**src/rtl/snp_pkg.sv**
```systemverilog
package snp_pkg;
  typedef enum logic [1:0] {
    ST_INV  = 2'b00,
    ST_EXCL = 2'b01,
    ST_MOD  = 2'b10
  } line_st_e;

  localparam logic [1:0] KIND_READ  = 2'b01;
  localparam logic [1:0] KIND_RWITM = 2'b10;

  typedef enum logic [1:0] {
    F_IDLE  = 2'b00,
    F_LOOK  = 2'b01,
    F_FLUSH = 2'b10
  } fsm_e;
endpackage

```
**src/rtl/snp_cmd_map.sv**
```systemverilog
module snp_cmd_map
  import snp_pkg::*;
(
  input  logic       lock_i,
  input  logic       burst_i,
  output logic [1:0] kind_o,
  output logic       as_write_o
);
  // Locked reads become atomic intent-to-modify; bursts are write-like.
  always_comb begin
    kind_o     = lock_i ? KIND_RWITM : KIND_READ;
    as_write_o = burst_i;
  end
endmodule

```
**src/rtl/snp_beat_ctr.sv**
```systemverilog
module snp_beat_ctr #(
  parameter int BEATS = 4
) (
  input  logic                      clk,
  input  logic                      rst_n,
  input  logic                      clr_i,
  input  logic                      adv_i,
  output logic [$clog2(BEATS)-1:0]  beat_o,
  output logic                      last_o
);
  localparam int BEAT_W = $clog2(BEATS);
  localparam logic [BEAT_W-1:0] LAST = BEAT_W'(BEATS - 1);

  always_ff @(posedge clk or negedge rst_n) begin
    if (!rst_n)      beat_o <= '0;
    else if (clr_i)  beat_o <= '0;
    else if (adv_i)  beat_o <= beat_o + 1'b1;
  end

  assign last_o = (beat_o == LAST);
endmodule

```
**src/rtl/snp_line_store.sv**
```systemverilog
module snp_line_store
  import snp_pkg::*;
#(
  parameter int LINES  = 16,
  parameter int TAG_W  = 23,
  parameter int DATA_W = 64,
  parameter int BEATS  = 4
) (
  input  logic                      clk,
  input  logic                      rst_n,
  input  logic [$clog2(LINES)-1:0]  lk_idx_i,
  output logic [TAG_W-1:0]          lk_tag_o,
  output logic [1:0]                lk_state_o,
  input  logic [$clog2(BEATS)-1:0]  rd_beat_i,
  output logic [DATA_W-1:0]         rd_data_o,
  input  logic                      inv_en_i,
  input  logic                      tp_we_i,
  input  logic                      tp_dwe_i,
  input  logic [$clog2(LINES)-1:0]  tp_idx_i,
  input  logic [$clog2(BEATS)-1:0]  tp_beat_i,
  input  logic [TAG_W-1:0]          tp_tag_i,
  input  logic [1:0]                tp_state_i,
  input  logic [DATA_W-1:0]         tp_data_i,
  output logic [TAG_W-1:0]          tp_rd_tag_o,
  output logic [1:0]                tp_rd_state_o
);
  localparam int IDX_W  = $clog2(LINES);
  localparam int BEAT_W = $clog2(BEATS);

  logic [TAG_W-1:0]  tags   [LINES];
  logic [1:0]        states [LINES];
  logic [DATA_W-1:0] words  [LINES*BEATS];

  // One state/tag register set per line; a snoop invalidate outranks a test write.
  for (genvar g = 0; g < LINES; g++) begin : g_line
    always_ff @(posedge clk or negedge rst_n) begin
      if (!rst_n) begin
        states[g] <= ST_INV;
        tags[g]   <= '0;
      end else if (inv_en_i && lk_idx_i == IDX_W'(g)) begin
        states[g] <= ST_INV;
      end else if (tp_we_i && tp_idx_i == IDX_W'(g)) begin
        states[g] <= tp_state_i;
        tags[g]   <= tp_tag_i;
      end
    end
  end

  always_ff @(posedge clk) begin
    if (tp_dwe_i) words[{tp_idx_i, tp_beat_i}] <= tp_data_i;
  end

  assign lk_tag_o      = tags[lk_idx_i];
  assign lk_state_o    = states[lk_idx_i];
  assign rd_data_o     = words[{lk_idx_i, rd_beat_i}];
  assign tp_rd_tag_o   = tags[tp_idx_i];
  assign tp_rd_state_o = states[tp_idx_i];

  logic [BEAT_W-1:0] unused_beat_w;
  assign unused_beat_w = '0;
endmodule

```
**src/rtl/snoop_responder.sv**
```systemverilog
module snoop_responder
  import snp_pkg::*;
#(
  parameter int ADDR_W     = 32,
  parameter int DATA_W     = 64,
  parameter int LINE_BYTES = 32,
  parameter int LINES      = 16
) (
  input  logic                                                   clk,
  input  logic                                                   rst_n,
  input  logic                                                   snoop_en,
  input  logic                                                   req_valid,
  output logic                                                   req_ready,
  input  logic [ADDR_W-1:0]                                      req_addr,
  input  logic                                                   req_burst,
  input  logic                                                   req_lock,
  output logic                                                   snp_valid,
  output logic [1:0]                                             snp_kind,
  output logic [ADDR_W-1:0]                                      snp_addr,
  output logic                                                   snp_flush,
  output logic                                                   done,
  output logic                                                   retry,
  output logic                                                   wb_valid,
  input  logic                                                   wb_ready,
  output logic [ADDR_W-1:0]                                      wb_addr,
  output logic [DATA_W-1:0]                                      wb_data,
  output logic                                                   wb_last,
  input  logic                                                   tp_we,
  input  logic                                                   tp_dwe,
  input  logic [$clog2(LINES)-1:0]                               tp_index,
  input  logic [$clog2(LINE_BYTES*8/DATA_W)-1:0]                 tp_beat,
  input  logic [ADDR_W-$clog2(LINE_BYTES)-$clog2(LINES)-1:0]     tp_tag,
  input  logic [1:0]                                             tp_state,
  input  logic [DATA_W-1:0]                                      tp_data,
  output logic [ADDR_W-$clog2(LINE_BYTES)-$clog2(LINES)-1:0]     tp_rd_tag,
  output logic [1:0]                                             tp_rd_state
);
  localparam int OFF_W  = $clog2(LINE_BYTES);
  localparam int IDX_W  = $clog2(LINES);
  localparam int TAG_W  = ADDR_W - OFF_W - IDX_W;
  localparam int BEATS  = LINE_BYTES * 8 / DATA_W;
  localparam int BEAT_W = $clog2(BEATS);
  localparam int BYTE_W = $clog2(DATA_W / 8);

  fsm_e              fsm_q, fsm_d;
  logic [ADDR_W-1:0] addr_q;
  logic [1:0]        kind_q;
  logic              flush_q;
  logic              en_q;

  logic [1:0]        map_kind;
  logic              map_flush;
  logic              accept;

  logic [IDX_W-1:0]  cur_idx;
  logic [TAG_W-1:0]  cur_tag;
  logic [TAG_W-1:0]  lk_tag;
  logic [1:0]        lk_state;
  logic [1:0]        hit_state;
  logic [DATA_W-1:0] rd_data;
  logic [BEAT_W-1:0] beat;
  logic              beat_last;
  logic              beat_clr, beat_adv;
  logic              inv_en;

  snp_cmd_map u_map (
    .lock_i     (req_lock),
    .burst_i    (req_burst),
    .kind_o     (map_kind),
    .as_write_o (map_flush)
  );

  assign accept  = req_valid && req_ready;
  assign cur_idx = addr_q[OFF_W +: IDX_W];
  assign cur_tag = addr_q[ADDR_W-1 -: TAG_W];

  always_ff @(posedge clk or negedge rst_n) begin
    if (!rst_n) begin
      fsm_q   <= F_IDLE;
      addr_q  <= '0;
      kind_q  <= KIND_READ;
      flush_q <= 1'b0;
      en_q    <= 1'b0;
    end else begin
      fsm_q <= fsm_d;
      if (accept) begin
        addr_q  <= req_addr;
        kind_q  <= map_kind;
        flush_q <= map_flush;
        en_q    <= snoop_en;
      end
    end
  end

  snp_line_store #(
    .LINES  (LINES),
    .TAG_W  (TAG_W),
    .DATA_W (DATA_W),
    .BEATS  (BEATS)
  ) u_store (
    .clk           (clk),
    .rst_n         (rst_n),
    .lk_idx_i      (cur_idx),
    .lk_tag_o      (lk_tag),
    .lk_state_o    (lk_state),
    .rd_beat_i     (beat),
    .rd_data_o     (rd_data),
    .inv_en_i      (inv_en),
    .tp_we_i       (tp_we),
    .tp_dwe_i      (tp_dwe),
    .tp_idx_i      (tp_index),
    .tp_beat_i     (tp_beat),
    .tp_tag_i      (tp_tag),
    .tp_state_i    (tp_state),
    .tp_data_i     (tp_data),
    .tp_rd_tag_o   (tp_rd_tag),
    .tp_rd_state_o (tp_rd_state)
  );

  snp_beat_ctr #(.BEATS(BEATS)) u_beats (
    .clk    (clk),
    .rst_n  (rst_n),
    .clr_i  (beat_clr),
    .adv_i  (beat_adv),
    .beat_o (beat),
    .last_o (beat_last)
  );

  // A tag mismatch is the same as an invalid line; 2'b11 is also treated as invalid.
  always_comb begin
    hit_state = ST_INV;
    if (lk_tag == cur_tag && (lk_state == ST_EXCL || lk_state == ST_MOD))
      hit_state = lk_state;
  end

  always_comb begin
    fsm_d    = fsm_q;
    done     = 1'b0;
    inv_en   = 1'b0;
    beat_clr = 1'b0;
    beat_adv = 1'b0;
    unique case (fsm_q)
      F_IDLE: begin
        if (accept) fsm_d = F_LOOK;
      end
      F_LOOK: begin
        beat_clr = 1'b1;
        if (en_q && hit_state == ST_MOD) begin
          fsm_d = F_FLUSH;
        end else begin
          done   = 1'b1;
          inv_en = en_q && (hit_state == ST_EXCL);
          fsm_d  = F_IDLE;
        end
      end
      F_FLUSH: begin
        if (wb_ready) begin
          beat_adv = 1'b1;
          if (beat_last) begin
            done   = 1'b1;
            inv_en = 1'b1;
            fsm_d  = F_IDLE;
          end
        end
      end
      default: fsm_d = F_IDLE;
    endcase
  end

  assign req_ready = (fsm_q == F_IDLE);
  assign snp_valid = (fsm_q == F_LOOK) && en_q;
  assign snp_kind  = kind_q;
  assign snp_addr  = addr_q;
  assign snp_flush = flush_q;
  assign retry     = (fsm_q == F_FLUSH);
  assign wb_valid  = (fsm_q == F_FLUSH);
  assign wb_addr   = {cur_tag, cur_idx, beat, {BYTE_W{1'b0}}};
  assign wb_data   = rd_data;
  assign wb_last   = beat_last;
endmodule

```
**config.mk**
```make
export PLATFORM = sky130hd
export DESIGN_NAME = snoop_responder
export DESIGN_NICKNAME = d
export VERILOG_FILES = /design/src/rtl/snp_pkg.sv /design/src/rtl/snp_cmd_map.sv /design/src/rtl/snp_beat_ctr.sv /design/src/rtl/snp_line_store.sv /design/src/rtl/snoop_responder.sv
export SDC_FILE = /design/constraint.sdc
export NUM_CORES = 2
export LEC_CHECK = 0
export ABC_AREA = 1
export BUFFER_PORTS_ARGS = -buffer_cell sky130_fd_sc_hd__buf_2
export CAP_MARGIN = 10
export CORE_ASPECT_RATIO = 1.5
export CORE_UTILIZATION = 30
export CTS_CLUSTER_SIZE = 40
export DETAILED_ROUTE_END_ITERATION = 8
export PLACE_DENSITY_LB_ADDON = 0.3
export SLEW_MARGIN = 20
export SYNTH_ARGS = -nofsm -noshare
export SYNTH_HDL_FRONTEND = slang
export SYNTH_SLANG_ARGS = --single-unit
```
**constraint.sdc**
```tcl
create_clock -name clk -period 3 [get_ports clk]
set_input_delay 0.45 -clock clk [delete_from_list [all_inputs] [get_ports clk]]
set_output_delay 0.45 -clock clk [all_outputs]
set_load 0.005 [all_outputs]
```
# Yosys cells after proc, flatten, opt, wreduce, memory -nomap -nowiden
# Memories as Yosys holds them, arrays and structs flattened.
# Index checks and enable logic that the tools add are counted.
# totals
register_bits	440
mem_bits_rw	4096
in_bits	136
out_inout_bits	162
wordCells	240
mem_count	1
# mem_list
name	words	width	rd	rd_clocked_by_memory_dff	wr	line	source
u_store.words	64	64	1	0	1	snp_line_store.sv:32	logic [DATA_W-1:0] words [LINES*BEATS];
# classes
add_sub_neg	1
magnitude_cmp	2
eq_ne	41
mux	64
bitwise	18
n_reduce_logical	75
# op_table
op	count
binary-select mux 23 bit (select 4 bit)	2
two-way mux 23 bit	4
two-way mux 2 bit	44
equality test 4 bit, second input constant	16
logical AND 1 bit	37
nonzero test 2 bit	17
equality test 4 x 3 -> 1 bit, second input constant	8
AND reduction 2 bit	16
equality test 23 bit	1
binary-select mux 2 bit (select 4 bit)	2
equality test 4 x 2 -> 1 bit, second input constant	4
NOT 1 bit	16
greater-or-equal comparator 5 bit, second input constant	2
NOT 4 -> 5 bit	2
two-way mux 1 bit	9
equality test 2 bit, second input constant	4
equality test 4 x 1 -> 1 bit, second input constant	2
logical NOT 4 bit	2
equality test 2 x 1 -> 1 bit, second input constant	3
inequality test 2 x 1 -> 1 bit, second input constant	3
one-hot mux 2 bit (3 select lines)	1
one-hot mux 1 bit (2 select lines)	2
AND reduction 3 bit	1
adder 2 x 1 -> 2 bit, second input constant	1
other kinds (2)	2

# Depth between registers and ports, before layout
# logic_depth
word_depth	15
ltp_mapped	25
depth_no_buf	20

# By module
# From an unflattened synthesis, not the netlist that was laid out.
# unflattened
cells_unflattened	20410
hier_area_um2	200329.6
# by_module_without_submodules
mod	n_inst	cells_each	area_each_um2	seq_area_each_um2
snp_line_store	1	20179	198100.0	133007.6
snoop_responder	1	216	2113.3	952.2
snp_beat_ctr	1	12	97.6	50.0
snp_cmd_map	1	3	18.8	0.0

# Least setup slack after synthesis
# No wires, ideal clock.
# synth_timing
path_kind	in2reg
from	input tp_index[3]
to	memory u_store.words[61][0] (enable)
setup_ps	565
t_arrival_ps	5574
slack_ps	-3138
cell_stages	6
path_buffers	2
path_cell_list	nand2_1 -> clkbuf_1 -> buf_1 -> inv_1 -> nand2_1 -> nor3_1
# synth_lines
item	line	source
start, declared	snoop_responder.sv:30	input logic [$clog2(LINES)-1:0] tp_index,
end, declared	snp_line_store.sv:32	
# No word-level cell before the write port.

# Final worst setup path
# layout_timing
from	register u_beats.beat_o[0]
to	output wb_data[10]
# layout_between
elab_chain_cells	1
# layout_lines
item	line	source
start, declared	snp_beat_ctr.sv:8	output logic [$clog2(BEATS)-1:0] beat_o,
start signal, assigned	snp_beat_ctr.sv:17	else if (adv_i) beat_o <= beat_o + 1'b1;
memory (64 x 64 bit)	--	
end, declared	snoop_responder.sv:26	output logic [DATA_W-1:0] wb_data,
# Every way passes these cells.

==> summary.txt <==
Global routing
  – First-pass GRT wire length: between 900 and 1000 mm
  – Pin count of the biggest net entering global routing: 83
  – Antenna violations before repair: 65
  – Total gr overflow: 0
  – Number of global-route vias before repair: roughly 120k
  – Total track usage: 22.4%

Floorplanning
  – Initial core utilization: 30.2%
  – Ports: 298
  – Core area: ~600,000 um^2
  – Die Span X: between 600 and 700 um
  – DIE AREA: 609,000 um^2
  – Die Height: 955 um
  – Row cnt: 349

Setup path
  – Slowest cell delay on critical path: a little under 600 ps
  – Setup crit start kind: flop
  – Delay-heaviest family, CP: buffers and inverters
  – Critical path's slowest cell: dfrtp_4
  – Buffers plus inverters on the worst setup path: 7
  – Critical Path Fanout Max: 28
  – Critical path class: reg -> out
  – Kind of end point of the critical path: output pin
  – Critical Path AT: a little under 4000 ps
  – Worst EP required: ~2600 ps
  – Crit path cell chain: inv_16 -> buf_12 -> buf_12 -> buf_12 -> buf_16 -> buf_4 -> o21ai_0 -> o22ai_1 -> a22o_1 -> a221oi_4 -> o221ai_4 -> buf_2
  – Crit-path most repeated cell: buf_12

Pwr
  – Clock power share: 33.5%
  – Switching power: 48.6 mW
  – Logic gate share of total power: a little over a fifth
  – Leakage: 78.2 nW
  – Switch share: 30.2%
  – Sequential power share: between 40% and 50%
  – Power Dens Cells: approximately 720 nW/um^2
  – Pint: between 100 and 150 mW
  – Worst VDD drop: 0.000561 V

Yosys
  – Post-Syn Area: 182,000 um^2
  – EDFF count, synth: 4,096
  – Share of the synthesized area in the top cell type: 67.7%
  – Synthesized instance count: 14,700
  – Distinct cells, synth: 45
  – Post-synth top area cell: edfxtp_1
  – Top cells by count, synth: 4,096 x edfxtp_1, 2,309 x nand2_1, 2,211 x nor2_1, 2,081 x o21ai_0, 1,006 x o22ai_1
  – Async set or reset register ratio after synthesis: 9.70%
  – Cell with the most instances after synthesis: edfxtp_1
  – Syn_area_per_cell: roughly 12 um^2
  – Synth top area cells: edfxtp_1 68%, dfrtp_1 6.0%, o21ai_0 5.7%, nand2_1 4.8%, nor2_1 4.6%
  – Synth warn: 0
  – Synth Register Bits: 4,536
  – Sequential share of the synthesized area: 73.7%
  – Top FF cell, synth: edfxtp_1

Cells and area
  – Area grow syn2layout: 23.0%
  – Core Util, Final: 37.1%
  – Register area: 134,000 um^2
  – FILL cells: 57,600
  – Final nets: approximately 16,000
  – Share of layout cells above drive strength 1: 16.7%
  – Multi-input logic area: 45,500 um^2

Timing
  – Fmax: 232 MHz
  – Final Cycle Share: 144%
  – RSZ-0062 raised after global routing: true
  – Slew Viols, Final: 0
  – Period minus WS final: 4320 ps
  – Hold Vio Cnt, Final: 34
  – Slew @ Worst Pin: 1200 ps
  – Slew headroom: 19.9%
  – Final setup viols: 484
  – Worst Clk Skew: around 100 ps
  – Final worst setup slack: -1320 ps
  – Hold slack: -22.0 ps

Clock tree
  – Sink Count: 4,536
  – CTS Buf Count: approximately 410
  – CTS H-tree lvls: 5
  – Clock root cell: clkbuf_16
  – Clk Latency, worst-skew pair: a little over 1000 ps
  – Clock tree from TritonCTS: yes
  – Clock Pin Slew Worst Setup and Hold Paths: around 70 ps
  – Max clock buf depth: 4

Flow run
  – Max_cap viols: 0

Place
  – Final GP Congestion: 0.885
  – PortBufs: 294
  – DP Wirelength: 430 mm

Route
  – DRC: 0
  – Detailed Routing Iterations Pass 1: 7
  – Via Count: ~130k
  – Via density per instance: about 5.5
  – Iter 0 DRT Violations: 16,600
  – WL/cell: 29.8 um
  – Total Wirelength: ~700 mm
  – DRT antenna net count: 0

Status
  – Violated checks: negative hold slack, negative setup slack
  – Status: finished with violations

Hold path
  – Type of the worst min-delay path: in -> reg
## cell usage in the layout, fill, tap and decap left out, types with 13 or more instances in the layout
master	count
buf_4	791
buf_16	37
buf_6	99
o21ai_0	1863
nor3_1	13
bufinv_16	44
clkinv_2	67
o22ai_2	26
buf_12	450
diode_2	46
inv_1	65
a22o_1	131
a21oi_2	23
nor2_2	40
buf_2	251
a221oi_1	25
or4_1	25
clkbuf_1	83
dlygate4sd3_1	87
a22oi_1	205
nand4_1	119
nor2_1	2082
buf_8	18
dfrtp_1	435
o21ai_1	175
clkinv_1	85
a221oi_2	77
a21oi_1	146
nand2_1	2294
edfxtp_1	4096
nand2_2	23
clkbuf_8	14
clkbuf_16	443
o21ai_2	43
nor2_4	90
o22ai_1	980
nand3_1	481
## registers in the layout, summed over array words and instances (netlist names)
name / count
en_q: 1
u_store.states: 32
snp_kind: 2
u_store.words: 4096
u_store.tags: 368
fsm_q: 2
u_beats.beat_o: 2
snp_addr: 32
snp_flush: 1
## metrics by stage
stage	setup slack [ps]	instance area (um^2)	total power, mW	setup TNS [ps]	cells
2_1_floorplan	-531	182000	84.1	-1453190	14800
3_3_place_gp	-803	205000	105	-269300	23100
3_5_place_dp	-812	205000	105	-262490	23100
4_1_cts	-1340	221000	160	-226380	24000
5_1_grt	-1350	223000	165	-292520	24100
6_report	-1320	223000	161	-216590	24100
## cell type report
class,count,area share (%)
Inverter,81,0.162
Tap cell,7897,4.42
Multi-Input combinational cell,9022,20.3
Sequential cell,4536,60.0
Clock buffer,515,4.91
Timing Repair Buffer,1765,9.09
Antenna cell,46,0.0515
Clock inverter,228,1.06
## power by group through the flow
stage                     logic (mW)  registers, mW  clock network (mW)
final                           34.7           72.1                53.8
after global routing            36.0           72.2                56.4
after global placement          31.5           73.4                   0
after detailed placement        31.5           73.4                   0
after CTS                       33.5           72.1                54.3
after floorplan                 11.2           72.9                   0
## path summary, 6_finish.rpt
path,from,end,slack [ps],cells past startpoint
max in group asynchronous,rst_n,snp_addr[23]$_DFFE_PN0P_,1430,4
min in group asynchronous,rst_n,u_store.tags[286]$_DFFE_PN0P_,530,3
setup reg to reg,snp_addr[5]$_DFFE_PN0P_,u_store.tags[354]$_DFFE_PN0P_,-480,21
hold reg to reg,snp_addr[3]$_DFFE_PN0P_,snp_addr[3]$_DFFE_PN0P_,480,2
hold / removal,tp_data[22],u_store.words[60][22]$_DFFE_PP_,-20,1
setup / recovery,u_beats.beat_o[0]$_DFFE_PN0P_,wb_data[10],-1320,12
## repair_timing
action,4_1_cts,5_1_grt
setup buffers,31,36
cloned,9,26
endpoints found under the hold margin,805,112
hold buffers,80,7
setup endpoints to repair,487,489
pin swaps,51,107
resized for setup,281,514
## per-layer routing
| metal | vias to the layer above | wire length, um | GRT usage [%] | part of all wire, % |
|---|---|---|---|---|
| met5 | - | 146 | 0 | 0.020 |
| met4 | 20 | 42300 | 11.7 | 5.9 |
| met3 | 1529 | 52400 | 2.82 | 7.3 |
| met2 | 6541 | 355000 | 38.8 | 49 |
| met1 | 67900 | 269000 | 27.4 | 37 |
| li1 | 56400 | - | - | - |
## kinds of logic after synthesis
family	share of synthesized area (%)
simple gates	11.4
fa+ha+maj	0.0275
flops	73.7
buf+inv	2.64
other cells	0.00206
compound gates	12.1
mux	0.0661
No activity file was read; power rests on OpenSTA's default activity.
